[config.mk]
export PLATFORM = sky130hd
export DESIGN_NAME = dma_chain_ctrl
export DESIGN_NICKNAME = d
export VERILOG_FILES = /design/src/rtl/dma_pkg.sv /design/src/rtl/dma_chan.sv /design/src/rtl/dma_arb.sv /design/src/rtl/dma_engine.sv /design/src/rtl/dma_chain_ctrl.sv
export SDC_FILE = /design/constraint.sdc
export NUM_CORES = 2
export LEC_CHECK = 0
export BUFFER_PORTS_ARGS = -buffer_cell sky130_fd_sc_hd__buf_4
export CAP_MARGIN = 40
export CORE_MARGIN = 3
export CORE_UTILIZATION = 35
export CTS_CLUSTER_SIZE = 28
export DETAILED_ROUTE_END_ITERATION = 12
export PLACE_DENSITY = 0.53
export SLEW_MARGIN = 10
export SYNTH_ARGS = -nofsm -noshare
export SYNTH_HDL_FRONTEND = slang
export SYNTH_HIERARCHICAL = 1
export SYNTH_SLANG_ARGS = --single-unit
[constraint.sdc]
create_clock -name clk -period 3.8 [get_ports clk]
set_input_delay 0 -clock clk [delete_from_list [all_inputs] [get_ports clk]]
set_output_delay 0 -clock clk [all_outputs]
set_load 0.01 [all_outputs]
[src/rtl/dma_pkg.sv]
package dma_pkg;
  typedef enum logic [1:0] {
    TRG_SW   = 2'd0,
    TRG_PER  = 2'd1,
    TRG_CASC = 2'd2
  } trig_e;

  typedef enum logic [1:0] {
    ST_IDLE = 2'd0,
    ST_RD   = 2'd1,
    ST_WR   = 2'd2
  } eng_st_e;
endpackage

[src/rtl/dma_chan.sv]
module dma_chan
  import dma_pkg::*;
#(
  parameter int AW = 16,
  parameter int CW = 8,
  parameter int IW = 4
) (
  input  logic          clk,
  input  logic          rst_n,
  input  logic          cfg_we,
  input  logic          cfg_en,
  input  logic [1:0]    cfg_mode,
  input  logic [IW-1:0] cfg_link,
  input  logic          cfg_src_inc,
  input  logic          cfg_dst_inc,
  input  logic [AW-1:0] cfg_src,
  input  logic [AW-1:0] cfg_dst,
  input  logic [CW-1:0] cfg_cnt,
  input  logic          sw_trig,
  input  logic          per_req,
  input  logic          casc_in,
  input  logic          gnt,
  input  logic          fin,
  output logic          req,
  output logic          en,
  output logic [AW-1:0] src,
  output logic [AW-1:0] dst,
  output logic [IW-1:0] link,
  output logic          irq
);
  logic          en_q, sinc_q, dinc_q, pend_q, irq_q;
  trig_e         mode_q;
  logic [IW-1:0] link_q;
  logic [AW-1:0] src_q, dst_q;
  logic [CW-1:0] cnt_q;
  logic          trig, last;

  assign trig = en_q & (((mode_q == TRG_SW) & sw_trig) | ((mode_q == TRG_CASC) & casc_in));
  assign last = fin & (cnt_q == '0);

  always_ff @(posedge clk) begin
    if (!rst_n) begin
      en_q   <= 1'b0;
      mode_q <= TRG_SW;
      link_q <= '0;
      sinc_q <= 1'b0;
      dinc_q <= 1'b0;
      src_q  <= '0;
      dst_q  <= '0;
      cnt_q  <= '0;
      pend_q <= 1'b0;
      irq_q  <= 1'b0;
    end else begin
      irq_q <= 1'b0;
      if (cfg_we) begin
        en_q   <= cfg_en;
        mode_q <= trig_e'(cfg_mode);
        link_q <= cfg_link;
        sinc_q <= cfg_src_inc;
        dinc_q <= cfg_dst_inc;
        src_q  <= cfg_src;
        dst_q  <= cfg_dst;
        cnt_q  <= cfg_cnt;
        pend_q <= 1'b0;
      end else begin
        if (fin) begin
          src_q <= src_q + {{(AW-1){1'b0}}, sinc_q};
          dst_q <= dst_q + {{(AW-1){1'b0}}, dinc_q};
          if (cnt_q == '0) begin
            en_q  <= 1'b0;
            irq_q <= 1'b1;
          end else begin
            cnt_q <= cnt_q - 1'b1;
          end
        end
        if (last) pend_q <= 1'b0;
        else      pend_q <= (pend_q & ~gnt) | trig;
      end
    end
  end

  assign req  = en_q & (pend_q | ((mode_q == TRG_PER) & per_req));
  assign en   = en_q;
  assign src  = src_q;
  assign dst  = dst_q;
  assign link = link_q;
  assign irq  = irq_q;

  AST_UNDERFLOW_OFF: assert property (@(posedge clk) disable iff (!rst_n)
    (last && !cfg_we) |=> (!en_q && irq_q));
  AST_IRQ_CAUSE: assert property (@(posedge clk) disable iff (!rst_n)
    irq_q |-> $past(last));
  AST_SRC_FIXED: assert property (@(posedge clk) disable iff (!rst_n)
    (fin && !sinc_q && !cfg_we) |=> $stable(src_q));
endmodule

[src/rtl/dma_arb.sv]
module dma_arb #(
  parameter int NCH = 10,
  parameter int IW  = 4
) (
  input  logic [NCH-1:0] req,
  output logic [NCH-1:0] win_oh,
  output logic [IW-1:0]  win_idx,
  output logic           any
);
  always_comb begin
    win_oh  = '0;
    win_idx = '0;
    for (int i = NCH - 1; i >= 0; i--) begin
      if (req[i]) begin
        win_oh  = '0;
        win_oh[i] = 1'b1;
        win_idx = IW'(i);
      end
    end
  end
  assign any = |req;
endmodule

[src/rtl/dma_engine.sv]
module dma_engine
  import dma_pkg::*;
#(
  parameter int AW = 16,
  parameter int DW = 16,
  parameter int IW = 4
) (
  input  logic          clk,
  input  logic          rst_n,
  input  logic          any_req,
  input  logic [IW-1:0] win_idx,
  input  logic [AW-1:0] src_addr,
  input  logic [AW-1:0] dst_addr,
  output logic          take,
  output logic [IW-1:0] cur,
  output logic          fin,
  output logic          m_valid,
  output logic          m_write,
  output logic [AW-1:0] m_addr,
  output logic [DW-1:0] m_wdata,
  input  logic          m_ready,
  input  logic [DW-1:0] m_rdata
);
  eng_st_e       st_q;
  logic [IW-1:0] cur_q;
  logic [DW-1:0] data_q;

  assign take = (st_q == ST_IDLE) & any_req;
  assign fin  = (st_q == ST_WR) & m_ready;

  always_ff @(posedge clk) begin
    if (!rst_n) begin
      st_q   <= ST_IDLE;
      cur_q  <= '0;
      data_q <= '0;
    end else begin
      unique case (st_q)
        ST_IDLE: if (any_req) begin
          cur_q <= win_idx;
          st_q  <= ST_RD;
        end
        ST_RD: if (m_ready) begin
          data_q <= m_rdata;
          st_q   <= ST_WR;
        end
        ST_WR: if (m_ready) st_q <= ST_IDLE;
        default: st_q <= ST_IDLE;
      endcase
    end
  end

  assign cur     = cur_q;
  assign m_valid = (st_q != ST_IDLE);
  assign m_write = (st_q == ST_WR);
  assign m_addr  = (st_q == ST_RD) ? src_addr : (st_q == ST_WR) ? dst_addr : '0;
  assign m_wdata = (st_q == ST_WR) ? data_q : '0;

  AST_BEAT_HOLD: assert property (@(posedge clk) disable iff (!rst_n)
    (m_valid && !m_ready) |=> (m_valid && $stable(m_write) && $stable(m_addr)));
  AST_RD_TO_WR: assert property (@(posedge clk) disable iff (!rst_n)
    (m_valid && !m_write && m_ready) |=> (m_valid && m_write && m_wdata == $past(m_rdata)));
  AST_IDLE_GAP: assert property (@(posedge clk) disable iff (!rst_n)
    (m_valid && m_write && m_ready) |=> !m_valid);
endmodule

[src/rtl/dma_chain_ctrl.sv]
module dma_chain_ctrl #(
  parameter int NCH = 10,
  parameter int AW  = 16,
  parameter int DW  = 16,
  parameter int CW  = 8,
  localparam int IW = $clog2(NCH)
) (
  input  logic           clk,
  input  logic           rst_n,
  input  logic           cfg_we,
  input  logic [IW-1:0]  cfg_ch,
  input  logic           cfg_en,
  input  logic [1:0]     cfg_mode,
  input  logic [IW-1:0]  cfg_link,
  input  logic           cfg_src_inc,
  input  logic           cfg_dst_inc,
  input  logic [AW-1:0]  cfg_src,
  input  logic [AW-1:0]  cfg_dst,
  input  logic [CW-1:0]  cfg_cnt,
  input  logic [NCH-1:0] sw_trig,
  input  logic [NCH-1:0] per_req,
  output logic [NCH-1:0] ch_en,
  output logic [NCH-1:0] irq,
  output logic           m_valid,
  output logic           m_write,
  output logic [AW-1:0]  m_addr,
  output logic [DW-1:0]  m_wdata,
  input  logic           m_ready,
  input  logic [DW-1:0]  m_rdata
);
  logic [NCH-1:0] ch_req, win_oh, gnt_vec, fin_vec, casc_in, done_q;
  logic [IW-1:0]  win_idx, cur;
  logic           any, take, fin;
  logic [AW-1:0]  src_arr [NCH];
  logic [AW-1:0]  dst_arr [NCH];
  logic [IW-1:0]  link_arr [NCH];

  assign gnt_vec = take ? win_oh : '0;
  assign fin_vec = fin ? (NCH'(1) << cur) : '0;

  always_ff @(posedge clk) begin
    if (!rst_n) done_q <= '0;
    else        done_q <= fin_vec;
  end

  for (genvar g = 0; g < NCH; g++) begin : g_ch
    assign casc_in[g] = (link_arr[g] < IW'(NCH)) ? done_q[link_arr[g]] : 1'b0;

    dma_chan #(.AW(AW), .CW(CW), .IW(IW)) u_chan (
      .clk        (clk),
      .rst_n      (rst_n),
      .cfg_we     (cfg_we && (cfg_ch == IW'(g))),
      .cfg_en     (cfg_en),
      .cfg_mode   (cfg_mode),
      .cfg_link   (cfg_link),
      .cfg_src_inc(cfg_src_inc),
      .cfg_dst_inc(cfg_dst_inc),
      .cfg_src    (cfg_src),
      .cfg_dst    (cfg_dst),
      .cfg_cnt    (cfg_cnt),
      .sw_trig    (sw_trig[g]),
      .per_req    (per_req[g]),
      .casc_in    (casc_in[g]),
      .gnt        (gnt_vec[g]),
      .fin        (fin_vec[g]),
      .req        (ch_req[g]),
      .en         (ch_en[g]),
      .src        (src_arr[g]),
      .dst        (dst_arr[g]),
      .link       (link_arr[g]),
      .irq        (irq[g])
    );
  end

  dma_arb #(.NCH(NCH), .IW(IW)) u_arb (
    .req    (ch_req),
    .win_oh (win_oh),
    .win_idx(win_idx),
    .any    (any)
  );

  dma_engine #(.AW(AW), .DW(DW), .IW(IW)) u_eng (
    .clk     (clk),
    .rst_n   (rst_n),
    .any_req (any),
    .win_idx (win_idx),
    .src_addr(src_arr[cur]),
    .dst_addr(dst_arr[cur]),
    .take    (take),
    .cur     (cur),
    .fin     (fin),
    .m_valid (m_valid),
    .m_write (m_write),
    .m_addr  (m_addr),
    .m_wdata (m_wdata),
    .m_ready (m_ready),
    .m_rdata (m_rdata)
  );

  AST_ONE_GRANT: assert property (@(posedge clk) disable iff (!rst_n)
    $onehot0(gnt_vec));
  AST_LOWEST_WINS: assert property (@(posedge clk) disable iff (!rst_n)
    (gnt_vec != '0) |-> (((gnt_vec - 1'b1) & ch_req) == '0));
endmodule

==> impl_metrics.json <==
{
  "status": "finished clean",
  "synthFlopType": "dfxtp_1",
  "async_flop_share": 0,
  "final_area_um2": 36800,
  "grtUsageTotal": 0.230,
  "wire_per_inst_um": 22.6,
  "cts_tree": "done",
  "min_period_ns": 3.20,
  "vias_per_cell": 5.65,
  "dr_total_vias": 27800,
  "netlist_area_um2": 31600,
  "cts.clk_slew.worst_paths_ns": 0.06,
  "die_width_um": 306,
  "worstHoldPathType": "input port to flip-flop",
  "layout_commonest_cell": "dfxtp_1",
  "routed_wl_mm": 111,
  "antenna_found_initial": 2,
  "layout-drive-gt1-share": 0.137,
  "port_buffers": 146,
  "dp_hpwl_mm": 76.5,
  "synth_seq_cells": 542,
  "crit_required_ns": 3.80,
  "grt_overflow": 0,
  "critPathArrivalTime_ns": 3.20,
  "htree_levels": 3,
  "grt_pass1_vias": 26100,
  "setup_violations": 0,
  "clk_latency_ns": 0.61,
  "post-place-ws_ns": 0.837,
  "regArea_um2": 10900,
  "clock-root-buffer": "clkbuf_16",
  "cts_buffers": 68,
  "path_class": "flip-flop to output pin",
  "skew_ns": 0.0233,
  "synth_cells": 3573,
  "synth_edf_count": 0,
  "diodes": 0,
  "utilization": 0.414,
  "cap_violations": 0,
  "drcViolationCount": 0,
  "power_density_nw_per_um2": 365,
  "initial_core_util": 0.355,
  "cts.path.max_buffers": 3,
  "grt_pass1_wl_mm": 168,
  "num-nets-final": 3844,
  "setup_tns_ns": 0,
  "core-area_um2": 88900,
  "peakVddDrop_v": 0.000308,
  "n_fill_cell": 8779,
  "ios": 147,
  "rsz0062_at_grt": "false",
  "p_leak_uw": 0.0126,
  "cp-end-kind": "output pin",
  "syn-num-nets": 3716,
  "die_h_um": 306,
  "start_kind": "flip-flop",
  "hold_viol_final": 0,
  "clock-sinks": 542,
  "drt-initial-drc-count": 2305,
  "seq_area_frac_synth": 0.344,
  "antenna_left": 0,
  "syn_area_per_cell_um2": 8.84,
  "multiInputGateArea_um2": 19400,
  "rows": 109,
  "ys_warn_count": 6,
  "area.growth.synth_to_final_pct": 16.6,
  "grt_max_degree": 139,
  "slew_headroom": 0.362,
  "whs_ns": 0.0498,
  "dieArea_um2": 93800,
  "fin_ws_ns": 0.598,
  "worst_slew_pin_slew_ns": 0.956,
  "max_freq_mhz": 312,
  "yosysUniqueCellTypes": 74,
  "finalCritPeriodShare": 0.843,
  "drt_first_pass_iters": 5,
  "gp_congestion": 0.856,
  "maxSlewViolCount": 0,
  "layout_common_cells": "540 x dfxtp_1, 296 x o21ai_0, 264 x nand2_1",
  "crit_fanout": 49,
  "place_area_um2": 33800
}
state kept, by name, indices dropped and copies added (netlist names), 16 cells and up:
register / flops
g_ch.u_chan/mode_q: 20
g_ch.u_chan/link: 40
g_ch.u_chan/src: 160
g_ch.u_chan/cnt_q: 80
g_ch.u_chan/dst: 160
u_eng/data_q: 16
timing repair:
item	CTS	global route
setup buffers	0	0
endpoints found under the hold margin	521	0
hold buffers	77	0
resized for setup	0	0
metal layers:
| layer | vias up | GRT usage | wire length [um] |
|---|---|---|---|
| li1 | 13500 | - | - |
| met1 | 13400 | 0.318 | 51000 |
| met4 | 0 | 0.0656 | 3130 |
| met5 | - | 0 | 0 |
| met3 | 159 | 0.0342 | 6070 |
| met2 | 785 | 0.372 | 50700 |
cells in the mapped netlist (all sizes together) (16+ instances only):
cell type    n  area (um^2)
a21oi      263         1320
a22o        16          140
a22oi       32          240
a31oi       37          231
and2        48          302
and4        26          228
buf         75          432
clkbuf     154          579
dfxtp      542        10900
ha          50          626
inv        110          413
mux2        18          203
mux2i      222         2220
mux4        74         1670
nand2      264          991
nand2b      31          194
nand3      152          806
nand4      105          657
nor2       103          387
nor2b      105          657
nor3        79          395
nor3b       26          205
nor4       119          972
o211a       98          981
o21ai      325         1630
o31ai       16          120
or3         40          250
xnor2      184         1610
xor2        80          701
cell type report:
type | instances | share of cell area
multi-input cells | 2684 | 0.526
inverters | 118 | 0.0120
repair buffers | 287 | 0.0669
clock inverters | 15 | 0.00421
clock buffers | 105 | 0.0563
well taps | 1165 | 0.0396
flip-flops and latches | 542 | 0.295
per-stage QoR:
stage | cells | total power, uW
final | 4916 | 13400
after floorplan | 3573 | 6500
after CTS | 4916 | 13600
after global routing | 4916 | 13900
after global placement | 4715 | 6920
after detailed placement | 4719 | 6930
cell families after synthesis:
| kind of cell | after synthesis | share of synthesized area |
|---|---|---|
| multiplexers | 314 | 0.130 |
| flip-flops | 542 | 0.344 |
| adder cells (fa/ha/maj) | 50 | 0.0198 |
| AO/OA/AOI/OAI | 887 | 0.177 |
| XOR/XNOR | 264 | 0.0732 |
| buffers and inverters | 347 | 0.0461 |
| AND/OR/NAND/NOR | 1169 | 0.210 |
worst max-delay path, cell delays in order, from the launching register on:
cell	delay (ns)
dfxtp_4	0.43
buf_12	0.34
mux4_2	0.60
a22oi_1	0.37
o21ai_0	0.26
a22o_1	0.34
buf_4	0.18
report_power, final:
| part | internal [uW] | switching, uW | leakage (uW) |
|---|---|---|---|
| Combinational | 374 | 545 | 0.00713 |
| Clock | 3890 | 2660 | 0.00110 |
| Sequential | 5800 | 158 | 0.00438 |
path summary, 6_finish.rpt:
path | slack [ns] | startpoint | cells past startpoint | to
hold reg to reg | 0.45 | u_eng/data_q[5] | 2 | u_eng/data_q[5]
setup reg to reg | 0.79 | u_eng/st_q[1] | 8 | g_ch[6].u_chan/dst[12]
setup / recovery | 0.60 | u_eng/cur[0] | 6 | m_addr[15]
hold / removal | 0.05 | cfg_ch[1] | 5 | g_ch[2].u_chan/link[2]
Power figures use the tool's default switching activity.
